## src/rtl/dre_pkg.sv

```systemverilog
package dre_pkg;

    typedef enum logic [3:0] {
        S_IDLE,
        S_RX_RD,
        S_RX_CHK,
        S_RX_WR2,
        S_RX_WR1,
        S_TX_RD,
        S_TX_CHK,
        S_TX_RDA,
        S_TX_GETA,
        S_TX_XFER,
        S_TX_WR2,
        S_TX_WR1
    } eng_state_t;

    typedef struct packed {
        logic buff;
        logic uflo;
        logic lcol;
        logic lcar;
        logic rtry;
        logic more;
        logic one;
        logic def;
    } tx_stat_t;

    typedef struct packed {
        logic fram;
        logic oflo;
        logic crc;
        logic buff;
    } rx_err_t;

    localparam int OWN_BIT   = 31;
    localparam int OFS_ADDR  = 0;
    localparam int OFS_MD1   = 4;
    localparam int OFS_MD2   = 8;
    localparam int SLOT_LOG2 = 4;

endpackage

```

## src/rtl/dre_ring_ptr.sv

```systemverilog
module dre_ring_ptr #(
    parameter int MAX_LOG2 = 6
) (
    input  logic                clk,
    input  logic                rst_n,
    input  logic                reload,
    input  logic                advance,
    input  logic [3:0]          cfg_log2,
    output logic [MAX_LOG2-1:0] idx
);
    localparam int IW = MAX_LOG2;

    logic [3:0]    eff_log2;
    logic [IW-1:0] wrap_mask;

    always_comb begin
        eff_log2 = (cfg_log2 > 4'(MAX_LOG2)) ? 4'(MAX_LOG2) : cfg_log2;
        for (int i = 0; i < IW; i++) begin
            wrap_mask[i] = (i < int'(eff_log2));
        end
    end

    always_ff @(posedge clk) begin
        if (!rst_n || reload) begin
            idx <= '0;
        end else if (advance) begin
            idx <= (idx + IW'(1)) & wrap_mask;
        end
    end

endmodule

```

## src/rtl/dre_stat_pack.sv

```systemverilog
module dre_stat_pack
    import dre_pkg::*;
(
    input  logic [17:0] md1_keep,
    input  logic [7:0]  tx_stat_raw,
    input  logic [3:0]  rx_err_raw,
    input  logic [11:0] rx_len,
    output logic [31:0] tx_md1,
    output logic [31:0] tx_md2,
    output logic [31:0] rx_md1,
    output logic [31:0] rx_md2,
    output logic [15:0] byte_cnt
);
    tx_stat_t ts;
    rx_err_t  re;
    logic     tx_any_err;
    logic     rx_any_err;

    always_comb begin
        ts         = tx_stat_t'(tx_stat_raw);
        re         = rx_err_t'(rx_err_raw);
        tx_any_err = ts.buff | ts.uflo | ts.lcol | ts.lcar | ts.rtry;
        rx_any_err = re.fram | re.oflo | re.crc | re.buff;

        tx_md2 = {ts.buff, ts.uflo, 1'b0, ts.lcol, ts.lcar, ts.rtry, 26'b0};
        tx_md1 = {1'b0, tx_any_err, 1'b0, ts.more, ts.one, ts.def,
                  md1_keep[17:16], 8'h00, md1_keep[15:0]};

        rx_md2 = {20'b0, rx_len};
        rx_md1 = {1'b0, rx_any_err, re.fram, re.oflo, re.crc, re.buff,
                  2'b11, 8'h00, md1_keep[15:0]};

        byte_cnt = ~md1_keep[15:0] + 16'd1;
    end

endmodule

```

## src/rtl/dre_ring_engine.sv

```systemverilog
module dre_ring_engine
    import dre_pkg::*;
#(
    parameter int AW       = 12,
    parameter int MAX_LOG2 = 6
) (
    input  logic          clk,
    input  logic          rst_n,
    input  logic          start,
    input  logic          poll,
    input  logic          tx_demand,
    input  logic [AW-1:0] tx_ring_base,
    input  logic [AW-1:0] rx_ring_base,
    input  logic [7:0]    tx_ring_cfg,
    input  logic [7:0]    rx_ring_cfg,
    output logic          mem_rd,
    output logic          mem_wr,
    output logic [AW-1:0] mem_addr,
    output logic [31:0]   mem_wdata,
    input  logic [31:0]   mem_rdata,
    output logic          tx_req,
    output logic [31:0]   tx_buf_addr,
    output logic [15:0]   tx_byte_cnt,
    input  logic          tx_done,
    input  logic [7:0]    tx_stat,
    input  logic          rx_valid,
    input  logic [11:0]   rx_msg_len,
    input  logic [3:0]    rx_err,
    output logic          rx_ack,
    output logic          tint,
    output logic          rint
);
    localparam int            IW        = MAX_LOG2;
    localparam logic [AW-1:0] SLOT_MASK = ~AW'((1 << SLOT_LOG2) - 1);

    eng_state_t state, nxt;

    logic          running;
    logic          tx_pend;
    logic          rx_block;
    logic [17:0]   md1_q;
    logic [31:0]   buf_q;
    logic [7:0]    stat_q;

    logic [IW-1:0] tx_idx, rx_idx;
    logic [AW-1:0] tx_slot, rx_slot;
    logic          rd_owned;

    logic [31:0]   tx_md1_w, tx_md2_w, rx_md1_w, rx_md2_w;
    logic [15:0]   cnt_w;

    logic          unused_bits;
    assign unused_bits = ^{mem_rdata[30:26], mem_rdata[23:16],
                           tx_ring_cfg[3:0], rx_ring_cfg[3:0]};

    assign rd_owned = mem_rdata[OWN_BIT];
    assign tx_slot  = (tx_ring_base & SLOT_MASK) + (AW'(tx_idx) << SLOT_LOG2);
    assign rx_slot  = (rx_ring_base & SLOT_MASK) + (AW'(rx_idx) << SLOT_LOG2);

    dre_ring_ptr #(.MAX_LOG2(MAX_LOG2)) u_tx_ptr (
        .clk      (clk),
        .rst_n    (rst_n),
        .reload   (start),
        .advance  (state == S_TX_WR1),
        .cfg_log2 (tx_ring_cfg[7:4]),
        .idx      (tx_idx)
    );

    dre_ring_ptr #(.MAX_LOG2(MAX_LOG2)) u_rx_ptr (
        .clk      (clk),
        .rst_n    (rst_n),
        .reload   (start),
        .advance  (state == S_RX_WR1),
        .cfg_log2 (rx_ring_cfg[7:4]),
        .idx      (rx_idx)
    );

    dre_stat_pack u_pack (
        .md1_keep    (md1_q),
        .tx_stat_raw (stat_q),
        .rx_err_raw  (rx_err),
        .rx_len      (rx_msg_len),
        .tx_md1      (tx_md1_w),
        .tx_md2      (tx_md2_w),
        .rx_md1      (rx_md1_w),
        .rx_md2      (rx_md2_w),
        .byte_cnt    (cnt_w)
    );

    // State register
    always_ff @(posedge clk) begin
        if (!rst_n) state <= S_IDLE;
        else        state <= nxt;
    end

    // Next-state logic
    always_comb begin
        nxt = state;
        unique case (state)
            S_IDLE: begin
                if (running && rx_valid && !rx_block) nxt = S_RX_RD;
                else if (running && tx_pend)          nxt = S_TX_RD;
            end
            S_RX_RD:   nxt = S_RX_CHK;
            S_RX_CHK:  nxt = rd_owned ? S_RX_WR2 : S_IDLE;
            S_RX_WR2:  nxt = S_RX_WR1;
            S_RX_WR1:  nxt = S_IDLE;
            S_TX_RD:   nxt = S_TX_CHK;
            S_TX_CHK:  nxt = rd_owned ? S_TX_RDA : S_IDLE;
            S_TX_RDA:  nxt = S_TX_GETA;
            S_TX_GETA: nxt = S_TX_XFER;
            S_TX_XFER: nxt = tx_done ? S_TX_WR2 : S_TX_XFER;
            S_TX_WR2:  nxt = S_TX_WR1;
            S_TX_WR1:  nxt = S_IDLE;
            default:   nxt = S_IDLE;
        endcase
        if (start) nxt = S_IDLE;
    end

    // Control flags and captured descriptor data
    always_ff @(posedge clk) begin
        if (!rst_n) begin
            running  <= 1'b0;
            tx_pend  <= 1'b0;
            rx_block <= 1'b0;
            md1_q    <= '0;
            buf_q    <= '0;
            stat_q   <= '0;
        end else begin
            if (start) running <= 1'b1;

            if (start)                            tx_pend <= 1'b0;
            else if (tx_demand || poll)           tx_pend <= 1'b1;
            else if (state == S_TX_CHK && !rd_owned) tx_pend <= 1'b0;

            if (start || poll)                    rx_block <= 1'b0;
            else if (state == S_RX_CHK && !rd_owned) rx_block <= 1'b1;

            if (state == S_RX_CHK || state == S_TX_CHK)
                md1_q <= {mem_rdata[25:24], mem_rdata[15:0]};
            if (state == S_TX_GETA)
                buf_q <= mem_rdata;
            if (state == S_TX_XFER && tx_done)
                stat_q <= tx_stat;
        end
    end

    // Outputs
    always_comb begin
        mem_rd    = 1'b0;
        mem_wr    = 1'b0;
        mem_addr  = '0;
        mem_wdata = '0;
        tx_req    = 1'b0;
        rx_ack    = 1'b0;
        tint      = 1'b0;
        rint      = 1'b0;
        unique case (state)
            S_RX_RD: begin
                mem_rd   = 1'b1;
                mem_addr = rx_slot + AW'(OFS_MD1);
            end
            S_RX_WR2: begin
                mem_wr    = 1'b1;
                mem_addr  = rx_slot + AW'(OFS_MD2);
                mem_wdata = rx_md2_w;
            end
            S_RX_WR1: begin
                mem_wr    = 1'b1;
                mem_addr  = rx_slot + AW'(OFS_MD1);
                mem_wdata = rx_md1_w;
                rx_ack    = 1'b1;
                rint      = 1'b1;
            end
            S_TX_RD: begin
                mem_rd   = 1'b1;
                mem_addr = tx_slot + AW'(OFS_MD1);
            end
            S_TX_RDA: begin
                mem_rd   = 1'b1;
                mem_addr = tx_slot + AW'(OFS_ADDR);
            end
            S_TX_XFER: tx_req = 1'b1;
            S_TX_WR2: begin
                mem_wr    = 1'b1;
                mem_addr  = tx_slot + AW'(OFS_MD2);
                mem_wdata = tx_md2_w;
            end
            S_TX_WR1: begin
                mem_wr    = 1'b1;
                mem_addr  = tx_slot + AW'(OFS_MD1);
                mem_wdata = tx_md1_w;
                tint      = 1'b1;
            end
            default: ;
        endcase
    end

    assign tx_buf_addr = buf_q;
    assign tx_byte_cnt = cnt_w;

endmodule

```

## config.mk

```make
export PLATFORM = sky130hd
export DESIGN_NAME = dre_ring_engine
export DESIGN_NICKNAME = d
export VERILOG_FILES = /design/src/rtl/dre_pkg.sv /design/src/rtl/dre_ring_ptr.sv /design/src/rtl/dre_stat_pack.sv /design/src/rtl/dre_ring_engine.sv
export SDC_FILE = /design/constraint.sdc
export NUM_CORES = 1
export LEC_CHECK = 0
export BUFFER_PORTS_ARGS = -buffer_cell sky130_fd_sc_hd__buf_2
export CAP_MARGIN = 5
export CELL_PAD_IN_SITES_DETAIL_PLACEMENT = 1
export CELL_PAD_IN_SITES_GLOBAL_PLACEMENT = 1
export CORE_ASPECT_RATIO = 2
export CORE_MARGIN = 1.5
export CORE_UTILIZATION = 39
export CTS_CLUSTER_SIZE = 24
export DETAILED_ROUTE_END_ITERATION = 7
export GPL_ROUTABILITY_DRIVEN = 0
export GPL_TIMING_DRIVEN = 0
export PLACE_DENSITY = 0.88
export SLEW_MARGIN = 0
export SYNTH_ARGS = -nofsm -noshare
export SYNTH_HDL_FRONTEND = slang
export SYNTH_HIERARCHICAL = 1
export SYNTH_SLANG_ARGS = --single-unit
```

## constraint.sdc

```tcl
create_clock -name clk -period 3.75 [get_ports clk]
set_input_delay 0.5625 -clock clk [delete_from_list [all_inputs] [get_ports clk]]
set_output_delay 0.5625 -clock clk [all_outputs]
set_load 0.02 [all_outputs]
```

==> run_results.csv <==
group,metric,value,unit
clock_tree,cts_buffers,9,
timing,setup_viol,0,
routing,vias,5678,
cells_and_area,final_area,7430,sq um
power_and_ir_drop,p_leak,3.81,nW
setup_path,cp_common_cell,"o21ai_0",
clock_tree,cts-root-buf,"clkbuf_16",
setup_path,cp_max_fo,5,
floorplan,die_y,175,um
yosys,ys_types,54,
yosys,ys.flop_type,"dfxtp_1",
global_routing,grt_use_total,24.0,%
timing,fmax,0.339,GHz
setup_path,required,3.19,ns
clock_tree,clkSinkCount,77,
power_and_ir_drop,vdd_drop_max,0.286,mV
yosys,syn_area,5800,sq um
setup_path,critical_path_class,"flip-flop to primary output",
yosys,synth_warnings,6,
clock_tree,post_cts_resize_count,0,
setup_path,worstPathArrival,2.38,ns
setup_path,cpMaxStageDelayCell,"fa_1",
timing,drv_slew,0,
clock_tree,htree_levels,3,
power_and_ir_drop,power.total,2.16,mW
global_routing,grt_pass1_wl,28.9,mm
cells_and_area,syn_to_final_growth,28.2,%
yosys,synth-seq-cells,77,
clock_tree,clk_pin_slew_worst_paths,0.07,ns
setup_path,path_cells,"ha_1 > fa_1 > a211oi_1 > o21ai_0 > o21ai_0 > xor2_1 > o22ai_1 > buf_2",
timing,fin_crit,2.95,ns
setup_path,crit_path_max_incr_delay,0.44,ns
global_routing,first_global_vias,6009,
cells_and_area,fin_nets,1089,
placement,io_buffers,162,
floorplan,ios,201,
placement,place_area,7100,sq um
global_routing,antenna_found_initial,0,
power_and_ir_drop,powerDensity,291,nW/um^2
clock_tree,cts_tree,"yes",
timing,slew_headroom,52.9,%
placement,dp.cells,1150,
routing,firstDrtPassIters,4,
yosys,async_flop_share,0,%
routing,drt_drc_violations_left,0,
cells_and_area,n_antenna_cell,0,
timing,skew,0.0101,ns
yosys,synth_area_per_cell,7.95,sq um
timing,setup-tns-final,0,ns
setup_path,cp-end-kind,"primary output",
routing,drt_iter0_drc,167,
global_routing,grt_max_degree,21,
flow_run,cap_violations,0,
timing,rsz0062_at_grt,"false",
floorplan,core-area,14400,sq um
setup_path,start_kind,"flip-flop",
worst_hold_path,min_path_type,"input pin to flip-flop",
timing,period_share,78.6,%
placement,dpl.hpwl,14.9,mm
floorplan,start_util,40.2,%
yosys,netlist.area_leader.share,26.6,%
yosys,synth.area.top_cells,"dfxtp_1, buf_4, nand2_1",
cells_and_area,instances_no_fill,1166,
clock_tree,worst_skew_pair.late_latency,0.35,ns
clock_tree,postCtsSetupBuffers,0,
timing,final_hold_viol_count,0,
cells_and_area,fin_util,51.5,%
yosys,synth_cells,729,
yosys,synth_largest_area_cell,"dfxtp_1",
routing,vias_per_cell,4.87,
routing,detail-route-antenna-nets,0,
yosys,synth_seq_area_share,26.6,%
timing,tightest_slew,0.707,ns
floorplan,dieArea,15600,sq um
routing,wl,18.3,mm
cells_and_area,drive_above_1_share,36.6,%
yosys,synth-edff-count,0,
clock_tree,hold_buffers,0,
clock_tree,cts_buffer_depth,2,
routing,avgRoutedWirePerCell,15.7,um
floorplan,die_x,89.2,um
floorplan,rows,62,
outcome,status,"finished, final reports clean",
global_routing,grt.overflow.total,0,
## placed cells by master (no fill, tap or decap), types with 13 or more instances in the layout
master / count
buf_2: 183
buf_4: 135
xor2_1: 18
a21boi_1: 40
nor2_1: 18
nor2b_1: 13
nand2b_1: 13
dfxtp_1: 77
a22oi_1: 65
ha_1: 15
a21oi_1: 15
xnor2_1: 13
conb_1: 70
nand2_1: 145
## where the power goes
part           switching [mW]  internal (mW)  total [mW]
clock network           0.382          0.594       0.976
registers             0.00939          0.823       0.833
logic                   0.185          0.171       0.356
total                   0.576           1.59        2.16
## registers in the layout, indices dropped and copies added (netlist names)
| register | cells |
|---|---|
| stat_q | 8 |
| state | 4 |
| tx_pend | 1 |
| md1_q | 18 |
| tx_buf_addr | 32 |
| u_tx_ptr/idx | 6 |
| u_rx_ptr/idx | 6 |
| rx_block | 1 |
| running | 1 |
## through the flow
stage | setup WS, ns | hold WS (ns)
after floorplan | 1.16 | 0.435
after global placement | 0.884 | 0.437
after detailed placement | 0.811 | 0.445
after CTS | 0.753 | 0.392
after global routing | 0.601 | 0.411
final | 0.803 | 0.399
## metal layers
| layer | up-vias | GRT usage [%] | share of wire [%] |
|---|---|---|---|
| met5 | - | 0 | 0 |
| met1 | 2713 | 21.4 | 33 |
| met4 | 0 | 8.85 | 2.9 |
| met2 | 138 | 49.6 | 60 |
| met3 | 29 | 3.99 | 4.1 |
| li1 | 2798 | - | - |
## cells in the mapped netlist (9+ instances only)
library cell / count
a21boi_0: 11
a21boi_1: 40
a21oi_1: 15
a22oi_1: 65
buf_2: 21
buf_4: 135
clkbuf_1: 10
dfxtp_1: 77
ha_1: 15
mux2i_1: 9
nand2_1: 145
nand2b_1: 13
nor2_1: 18
nor2b_1: 13
o21ai_0: 11
xnor2_1: 13
xor2_1: 18
## critical path: cells and delay by family, from the launching register on
kind                     cells  cell delay [ns]
XOR/XNOR                     1             0.23
adder cells (fa/ha/maj)      2             0.68
buffers and inverters        1             0.20
AO/OA/AOI/OAI                4             0.57
flip-flops                   1             0.36
## cells by family after synthesis
group	Yosys count	synth area share (%)
xor+xnor	31	4.68
fa+ha+maj	17	3.93
mux	10	1.75
flops	77	26.6
simple gates	241	20.5
buf+inv	174	20.5
compound gates	176	21.9
other cells	3	0.194
## layout make-up
type | instances | area [sq um]
Multi-Input combinational cell | 545 | 3320
Buffer | 166 | 1160
Clock buffer | 9 | 225
Clock inverter | 7 | 106
Inverter | 8 | 30.0
Tap cell | 192 | 240
Fill cell | 1926 | 7000
Sequential cell | 77 | 1540
Timing Repair Buffer | 162 | 811
## path summary, 6_finish.rpt
check                               startpoint                           end  slack, ns  cells after the start
setup / recovery  u_rx_ptr/idx[0]$_SDFFE_PP0P_                  mem_addr[10]       0.80                      8
hold / removal                            poll         rx_block$_SDFFE_PP0P_       0.40                      2
setup reg to reg         state[0]$_SDFFE_PP0P_  u_rx_ptr/idx[5]$_SDFFE_PP0P_       1.38                      6
hold reg to reg   tx_buf_addr[14]$_SDFFE_PN0P_  tx_buf_addr[14]$_SDFFE_PN0P_       0.45                      2
Power figures use the tool's default switching activity.
